===== src/rtl/rdi_pkg.sv =====
package rdi_pkg;

    localparam int CODE_W = 3;

    // defect rank, higher value wins
    typedef enum logic [1:0] {
        LV_NONE = 2'd0,
        LV_PAY  = 2'd1,
        LV_CONN = 2'd2,
        LV_SRV  = 2'd3
    } lvl_t;

    typedef enum logic {
        ST_CLEAR = 1'b0,
        ST_HOLD  = 1'b1
    } hold_st_t;

    function automatic logic [CODE_W-1:0] rdi_encode(input lvl_t lvl, input logic enh);
        logic [CODE_W-1:0] c;
        if (!enh) begin
            c = (lvl == LV_SRV) ? 3'b100 : 3'b000;
        end else begin
            unique case (lvl)
                LV_SRV:  c = 3'b101;
                LV_CONN: c = 3'b110;
                LV_PAY:  c = 3'b010;
                default: c = 3'b001;
            endcase
        end
        return c;
    endfunction

endpackage


===== src/rtl/rdi_defect_rank.sv =====
module rdi_defect_rank
    import rdi_pkg::*;
(
    input  logic       ais,
    input  logic       lop,
    input  logic       plm,
    input  logic       uneq,
    input  logic [3:0] inh,
    input  logic       enh,
    output lvl_t       rank
);
    logic srv_act, conn_act, pay_act;

    always_comb begin
        srv_act  = (ais & ~inh[0]) | (lop & ~inh[1]);
        pay_act  = enh & plm  & ~inh[2];
        conn_act = enh & uneq & ~inh[3];
        if (srv_act)       rank = LV_SRV;
        else if (conn_act) rank = LV_CONN;
        else if (pay_act)  rank = LV_PAY;
        else               rank = LV_NONE;
    end
endmodule


===== src/rtl/rdi_hold_fsm.sv =====
module rdi_hold_fsm
    import rdi_pkg::*;
#(
    parameter int HOLD_FRAMES = 20
) (
    input  logic              clk,
    input  logic              rst_n,
    input  logic              frame_tick,
    input  logic              enh,
    input  lvl_t              rank_i,
    output logic [CODE_W-1:0] code_o
);
    localparam int CNT_W = ($clog2(HOLD_FRAMES) > 0) ? $clog2(HOLD_FRAMES) : 1;
    localparam logic [CNT_W-1:0] HOLD_LOAD = CNT_W'(HOLD_FRAMES - 1);

    hold_st_t          st_q, st_n;
    lvl_t              held_q, held_n;
    logic [CNT_W-1:0]  cnt_q, cnt_n;
    logic [CODE_W-1:0] code_q, code_n;

    // next-state logic, acts only on frame strobes
    always_comb begin
        st_n   = st_q;
        held_n = held_q;
        cnt_n  = cnt_q;
        code_n = code_q;
        if (frame_tick) begin
            unique case (st_q)
                ST_CLEAR: begin
                    if (rank_i != LV_NONE) begin      // arm
                        st_n   = ST_HOLD;
                        held_n = rank_i;
                        cnt_n  = HOLD_LOAD;
                    end else begin
                        held_n = LV_NONE;
                    end
                end
                ST_HOLD: begin
                    if (rank_i != LV_NONE && rank_i >= held_q) begin   // refresh
                        held_n = rank_i;
                        cnt_n  = HOLD_LOAD;
                    end else if (cnt_q != '0) begin                     // count
                        cnt_n  = cnt_q - 1'b1;
                    end else if (rank_i != LV_NONE) begin               // handover
                        held_n = rank_i;
                        cnt_n  = HOLD_LOAD;
                    end else begin                                      // release
                        st_n   = ST_CLEAR;
                        held_n = LV_NONE;
                    end
                end
                default: st_n = ST_CLEAR;
            endcase
            code_n = rdi_encode(held_n, enh);
        end
    end

    // state register
    always_ff @(posedge clk or negedge rst_n) begin
        if (!rst_n) begin
            st_q   <= ST_CLEAR;
            held_q <= LV_NONE;
            cnt_q  <= '0;
            code_q <= '0;
        end else begin
            st_q   <= st_n;
            held_q <= held_n;
            cnt_q  <= cnt_n;
            code_q <= code_n;
        end
    end

    // outputs
    always_comb begin
        code_o = code_q;
    end
endmodule


===== src/rtl/path_rdi_gen.sv =====
module path_rdi_gen
    import rdi_pkg::*;
#(
    parameter int NCH         = 3,
    parameter int HOLD_FRAMES = 20
) (
    input  logic                  clk,
    input  logic                  rst_n,
    input  logic                  frame_tick,
    input  logic                  sw_mode,
    input  logic                  enh_mode,
    input  logic                  stm1_mode,
    input  logic [CODE_W*NCH-1:0] sw_code,
    input  logic [NCH-1:0]        ais_def,
    input  logic [NCH-1:0]        lop_def,
    input  logic [NCH-1:0]        plm_def,
    input  logic [NCH-1:0]        uneq_def,
    input  logic [3:0]            inh_mask,
    output logic [CODE_W*NCH-1:0] rdi_code
);
    for (genvar c = 0; c < NCH; c++) begin : g_ch
        lvl_t              rank;
        logic [CODE_W-1:0] hw_code;

        rdi_defect_rank u_rank (
            .ais  (ais_def[c]),
            .lop  (lop_def[c]),
            .plm  (plm_def[c]),
            .uneq (uneq_def[c]),
            .inh  (inh_mask),
            .enh  (enh_mode),
            .rank (rank)
        );

        rdi_hold_fsm #(.HOLD_FRAMES(HOLD_FRAMES)) u_hold (
            .clk        (clk),
            .rst_n      (rst_n),
            .frame_tick (frame_tick),
            .enh        (enh_mode),
            .rank_i     (rank),
            .code_o     (hw_code)
        );

        if (c == 0) begin : g_first
            assign rdi_code[CODE_W*c +: CODE_W] =
                sw_mode ? sw_code[CODE_W*c +: CODE_W] : hw_code;
        end else begin : g_rest
            assign rdi_code[CODE_W*c +: CODE_W] = stm1_mode ? '0 :
                (sw_mode ? sw_code[CODE_W*c +: CODE_W] : hw_code);
        end
    end
endmodule


===== config.mk =====
export PLATFORM = sky130hd
export DESIGN_NAME = path_rdi_gen
export DESIGN_NICKNAME = d
export VERILOG_FILES = /design/src/rtl/rdi_pkg.sv /design/src/rtl/rdi_defect_rank.sv /design/src/rtl/rdi_hold_fsm.sv /design/src/rtl/path_rdi_gen.sv
export SDC_FILE = /design/constraint.sdc
export NUM_CORES = 1
export LEC_CHECK = 0
export ABC_AREA = 1
export BUFFER_PORTS_ARGS = -buffer_cell sky130_fd_sc_hd__buf_4
export CAP_MARGIN = 0
export CORE_MARGIN = 2
export CORE_UTILIZATION = 57
export CTS_CLUSTER_DIAMETER = 100
export DETAILED_ROUTE_END_ITERATION = 10
export PLACE_DENSITY = 0.77
export SYNTH_ARGS = -nofsm -noshare
export SYNTH_HDL_FRONTEND = slang
export SYNTH_SLANG_ARGS = --single-unit

===== constraint.sdc =====
create_clock -name clk -period 2.7 [get_ports clk]
set_clock_uncertainty 0.2 [all_clocks]
set_input_delay 0.54 -clock clk [delete_from_list [all_inputs] [get_ports clk]]
set_output_delay 0.54 -clock clk [all_outputs]
set_load 0.05 [all_outputs]

* Yosys cells after proc, flatten, opt, wreduce, memory -nomap -nowiden
Index checks and enable logic that the tools add are counted.
** Storage, ports and cells
- ROM bits :: 0
- Memories kept :: 0
- Output and inout bits :: 9
- RAM bits :: 0
- Bits in latches :: 0
- Input bits :: 31
- Register bits after elaboration :: 33
- Word-level logic and storage cells :: 126
** Cells by class
- Div/mod/pow operators :: 0
- Shift-type cells :: 0
- Multiplexer cells :: 62
- Add/subtract/negate cells :: 3
- Reduce and logical (&&, ||, !) cells :: 9
- $mul :: 0
- Bitwise operators :: 28
- Eq/ne operators :: 9
- Order comparisons :: 3
** Operators with widths (number)
- 2-to-1 mux 5 bit :: 9
- 2-to-1 mux 2 bit :: 18
- 2-to-1 mux 3 bit :: 11
- one-hot mux 5 bit (2 select lines) :: 3
- one-hot mux 3 bit (3 select lines) :: 3
- bitwise AND 1 bit :: 18
- nonzero test 5 bit :: 3
- subtractor 5 x 1 -> 5 bit, second input constant :: 3
- equality test 2 bit, second input constant :: 6
- 2-to-1 mux 1 bit :: 12
- one-hot mux 2 bit (2 select lines) :: 3
- NOT 1 bit :: 7
- equality test 2 x 1 -> 1 bit, second input constant :: 3
- >= comparator 2 bit :: 3
- one-hot mux 1 bit (2 select lines) :: 3
- nonzero test 2 bit :: 3
- logical AND 1 bit :: 3
- OR 1 bit :: 3

* Depth between registers and ports, before layout
- Depth after elaboration :: 14
- Depth in mapped cells :: 17
- Mapped depth without buffers :: 16

* Hierarchy
Synthesis repeated with hierarchy kept, for this count alone.
** Second synthesis, totals
- Cells, all modules :: 369
- Area total of the unflattened synthesis :: 2605.0 um^2
** Modules (own cells, without submodules)
- rdi_hold_fsm :: instances 3, area an instance 755.7 um^2, cells each 96, sequential area each 275.3 um^2
- path_rdi_gen :: instances 1, area an instance 180.2 um^2, cells each 42, sequential area each 0.0 um^2
- rdi_defect_rank :: instances 3, area an instance 52.6 um^2, cells each 13, sequential area each 0.0 um^2

* Worst setup path after synthesis
OpenSTA, ideal clock, no wires.
- Path kind :: input port to output port
- Start point :: input port sw_mode
- End point :: output port rdi_code[3]
- Stages :: 4
- Arrival :: 2.077 ns
- Required time :: 1.960 ns
- Path buffers :: 1
- Slack :: -0.117 ns
- Path through :: inv_1 > clkbuf_1 > nor2_1 > a211oi_1
** On the way
- Word-level cells in the longest chain between the ends :: 2
** Ends and longest elaborated chain
- start, declared :: RTL line path_rdi_gen.sv:10 : input logic sw_mode,
- 2-to-1 mux 3 bit :: RTL line path_rdi_gen.sv:49 : (sw_mode ? sw_code[CODE_W*c +: CODE_W] : hw_code);
- 2-to-1 mux 3 bit :: RTL line path_rdi_gen.sv:48 : assign rdi_code[CODE_W*c +: CODE_W] = stm1_mode ? '0 :
- end, declared :: RTL line path_rdi_gen.sv:19 : output logic [CODE_W*NCH-1:0] rdi_code
No other way between the ends.

* Worst setup path after layout
- Start point :: input port enh_mode
- End point :: register g_ch[2].u_hold.code_q[1]
** On the way
- Word-level cells in the longest chain between the ends :: 14
- Elaborated cells on any way between the ends :: 20
- Those cells by class :: 1 x order compare; 3 x eq/ne; 10 x mux; 4 x bitwise; 2 x reduce/logical
** Ends and longest elaborated chain
- start, declared :: RTL line path_rdi_gen.sv:11 : input logic enh_mode,
- bitwise AND 1 bit (2 in series) :: RTL line rdi_defect_rank.sv:16 : pay_act = enh & plm & ~inh[2];
- 2-to-1 mux 1 bit :: RTL line rdi_defect_rank.sv:20 : else if (pay_act) rank = LV_PAY;
- 2-to-1 mux 2 bit :: RTL line rdi_defect_rank.sv:19 : else if (conn_act) rank = LV_CONN;
- 2-to-1 mux 2 bit :: RTL line rdi_defect_rank.sv:18 : if (srv_act) rank = LV_SRV;
- nonzero test 2 bit :: RTL line rdi_hold_fsm.sv:30, rdi_hold_fsm.sv:39, rdi_hold_fsm.sv:44
- 2-to-1 mux 2 bit :: RTL line rdi_hold_fsm.sv:30, rdi_hold_fsm.sv:44
- 2-to-1 mux 2 bit :: RTL line rdi_hold_fsm.sv:42 : end else if (cnt_q != '0) begin
- 2-to-1 mux 2 bit :: RTL line rdi_hold_fsm.sv:39 : if (rank_i != LV_NONE && rank_i >= held_q) begin
- one-hot mux 2 bit (2 select lines) :: RTL line rdi_hold_fsm.sv:28 : unique case (st_q)
- 2-to-1 mux 2 bit :: RTL line rdi_hold_fsm.sv:27 : if (frame_tick) begin
- equality test 2 x 1 -> 1 bit or equality test 2 bit (tied branches) :: RTL line rdi_pkg.sv:23 : unique case (lvl)
- one-hot mux 3 bit (3 select lines) :: RTL line rdi_pkg.sv:23
- 2-to-1 mux 3 bit * :: RTL line rdi_pkg.sv:20 : if (!enh) begin
- end signal, assigned :: RTL line rdi_hold_fsm.sv:69 : code_q <= code_n;
- end, declared :: RTL line rdi_hold_fsm.sv:19 : logic [CODE_W-1:0] code_q, code_n;
Every way passes the cells marked *; elsewhere a longest branch is shown, timed or not. The select of a mux whose other input is x is not followed.
A chain may end at the register's enable or synchronous reset.

==> qor.csv <==
stage;metric;value;unit
critical_path;critical path startpoint category;input pin;
critical_path;crit-path max FO;7;
pwr;Pwr per Cell Area;854;nW/um^2
die;Ports;40;
sta;RSZ-0062 raised after global routing;no;
place;GPL Wtd Cong;0.920;
logic_synthesis;post-synthesis register bit count;33;
route;DR WL/cell;11.9;um
die;Rows;24;
place;# placed instances;472;
logic_synthesis;Mapped Cells;369;
logic_synthesis;ys async rst share;1.00;
critical_path;Crit Path Class;input pin to register;
pwr;maximum vdd drop;0.367;mV
cells_and_area;layout cells sized above 1;0.257;
logic_synthesis;mapped cell area;2560;um^2
critical_path;Worst Reg2Reg Path Length in Cells;13;
logic_synthesis;Synth cell types;30;
place;Port Buffers;39;
sta;Hold WS;-13.0;ps
cells_and_area;NumNets Final;476;
logic_synthesis;Post-synth EDFFs;0;
critical_path;critical-path cell list;buf_4 -> nand2_4 -> nor2_2 -> inv_1 -> a21oi_1 -> ha_1 -> o21ai_1 -> nand2_2 -> nand2_4 -> nand3_1 -> nand2_2 -> inv_2 -> ha_1 -> o31ai_2;
cells_and_area;fillers;360;
clock_tree;# hold bufs at CTS;0;
grt;antenna violations before repair;0;
sta;Tcrit/Tclk final;0.954;
clock_tree;H-tree Lvls;2;
critical_path;max incr delay on CP;300;ps
grt;overflow left after global routing;0;
clock_tree;CTS tree;done;
critical_path;Critical R2R Capture;g_ch[0].u_hold.code_o[1]$_DFFE_PN0P_;
route;Antenna Violating Nets Remaining;0;
logic_synthesis;register area share after synthesis;0.323;
die;Chip Height;71.0;um
die;core area;4320;um^2
sta;Final min period;2580;ps
sta;Slew headroom;0.491;
grt;gr usage total;0.251;
pwr;Lkg Pwr;1.75;nW
critical_path;crit path capture type;register;
cells_and_area;leading cell type in the layout, fill and taps excluded;nand2_1;
critical_path;CP max stage cell;ha_1;
route;Iteration-0 DRC Markers;147;
route;Detailed Routing Iterations Pass 1;4;
grt;first-pass GRT wire length;10.3;mm
clock_tree;clock buffer count from CTS;5;
logic_synthesis;syn_area_per_cell;6.93;um^2
sta;Pins Over Slew Limit;0;
clock_tree;CTS Root Cell;clkbuf_8;
sta;count of final setup violators;0;
critical_path;Reg-to-Reg Start;g_ch[0].u_hold.cnt_q[0]$_DFFE_PN0P_;
critical_path;Worst EP arrival;2570;ps
outcome;status;finished, violations left;
grt;largest net degree at the start of global routing;38;
die;starting density of the core;0.591;
cells_and_area;Finished Core Util;0.729;
hold_path;Hold Path Class;input pin to asynchronous set/reset pin;
logic_synthesis;Synth Warn #;0;
clock_tree;CTS max path bufs;2;
route;Vias/cell;5.13;
clock_tree;clk slew on worst S/H paths;70;ps
route;# DRC;0;
run;max cap viols;0;
die;Die X;71.0;um
grt;number of global-route vias before repair;2409;
clock_tree;CTS Sinks;33;
critical_path;r2r setup slk;370;ps
critical_path;CP required;2690;ps
logic_synthesis;Main synth FF type;dfrtp_1;
pwr;total power;2.69;mW
outcome;failing checks;hold timing;
route;DRT Wirelength;5.73;mm
logic_synthesis;syn nets;418;
place;HPWL after detailed placement;4.37;mm
cells_and_area;antenna cells;0;
cells_and_area;Post-Layout Cell Count;480;
clock_tree;worst-skew pair later-pin latency;290;ps
critical_path;Critical Path End;g_ch[2].u_hold.code_o[1]$_DFFE_PN0P_;
sta;Max Clk Rate;0.388;GHz
sta;Final Hold Viols;9;
cells_and_area;commonest cells after routing, fill and taps aside;nand2_1 (104), buf_4 (61), inv_1 (58), dfrtp_1 (33), nand3_1 (29);
route;routed vias;2460;
critical_path;crit path launch;enh_mode;
sta;slew at the pin closest to its max-slew limit;763;ps
cells_and_area;P&R area growth vs syn;23.3;%
die;die area;5040;um^2
synth_stat cells (2+ instances only):
| master | instances | area [um^2] |
|---|---|---|
| dfrtp_1 | 33 | 826 |
| nand4_1 | 3 | 18.8 |
| o21ai_0 | 22 | 110 |
| nor2_1 | 17 | 63.8 |
| inv_2 | 4 | 15.0 |
| nor2_2 | 4 | 25.0 |
| a21oi_1 | 10 | 50.1 |
| o21ai_1 | 4 | 20.0 |
| a211oi_1 | 4 | 30.0 |
| buf_2 | 5 | 25.0 |
| nand2_1 | 105 | 394 |
| nand3_2 | 3 | 30.0 |
| o31ai_1 | 3 | 22.5 |
| nor2_4 | 3 | 33.8 |
| nand2_4 | 5 | 56.3 |
| ha_1 | 18 | 225 |
| nand3b_1 | 5 | 37.5 |
| clkbuf_1 | 2 | 7.51 |
| nor3_1 | 3 | 15.0 |
| inv_1 | 58 | 218 |
| nand2_2 | 19 | 119 |
| nand3_1 | 29 | 145 |
| o22ai_1 | 3 | 18.8 |
final cells by class:
class,instances,area (um^2),area share
multi-input combinational,264,1460,0.462
clock inverter,1,30.0,0.00952
sequential,33,826,0.262
inverter,62,233,0.0738
timing repair buffer,61,458,0.145
tap,52,65.1,0.0206
clock buffer,7,86.3,0.0274
per-layer routing:
| layer | GRT usage | part of all wire | wire length (um) |
|---|---|---|---|
| met2 | 0.424 | 0.48 | 2740 |
| met1 | 0.333 | 0.46 | 2640 |
| met5 | 0 | 0 | 0 |
| met4 | 0.0650 | 0.0079 | 45 |
| met3 | 0.0484 | 0.052 | 299 |
flip-flops by register name, indices dropped and copies added, names as in the netlist:
| signal | count |
|---|---|
| g_ch.u_hold.code_o | 9 |
| g_ch.u_hold.held_q | 6 |
| g_ch.u_hold.st_q | 3 |
| g_ch.u_hold.cnt_q | 15 |
critical path: cells and delay by family:
kind	cells	cell delay, ps
adder cells (fa/ha/maj)	2	560
AND/OR/NAND/NOR	6	580
buffers and inverters	3	270
AO/OA/AOI/OAI	3	620
power breakdown:
| part | internal, mW | switching [mW] |
|---|---|---|
| clock network | 0.301 | 0.185 |
| registers | 0.672 | 0.125 |
| logic | 0.581 | 0.829 |
cell families after synthesis:
logic type	Yosys count	share of synthesized area
AND/OR/NAND/NOR	197	0.369
buffers and inverters	72	0.113
AO/OA/AOI/OAI	49	0.107
flip-flops	33	0.323
adder cells (fa/ha/maj)	18	0.0881
how the worst min path moves through the flow:
stage                     slack (ps)  cells after the start                                    to
after CTS                          6                      1  g_ch[1].u_hold.held_q[1]$_DFFE_PN0P_
after global placement           260                      2  g_ch[1].u_hold.held_q[1]$_DFFE_PN0P_
after global routing              20                      1  g_ch[1].u_hold.held_q[1]$_DFFE_PN0P_
after detailed placement         270                      2   g_ch[2].u_hold.cnt_q[4]$_DFFE_PN0P_
after floorplan                   40                      0   g_ch[0].u_hold.cnt_q[0]$_DFFE_PN0P_
final                            -10                      1  g_ch[1].u_hold.held_q[1]$_DFFE_PN0P_
what timing repair did:
action	4_1_cts	5_1_grt
resized for setup	0	5
buffers inserted	0	0
endpoints found under the hold margin	0	0
endpoints found under the setup margin	0	7
metrics by stage:
| stage | worst slack (ps) | area [um^2] | hold WS, ps | setup TNS, ps |
|---|---|---|---|---|
| CTS | 111 | 3140 | 5.84 | 0 |
| global placement | -110 | 3030 | 264 | -258 |
| floorplan | -117 | 2560 | 44.4 | -350 |
| global route | 12.9 | 3150 | 17.7 | 0 |
| finish | 124 | 3150 | -13.0 | 0 |
| detailed placement | -172 | 3030 | 275 | -944 |
Power figures use the tool's default switching activity.
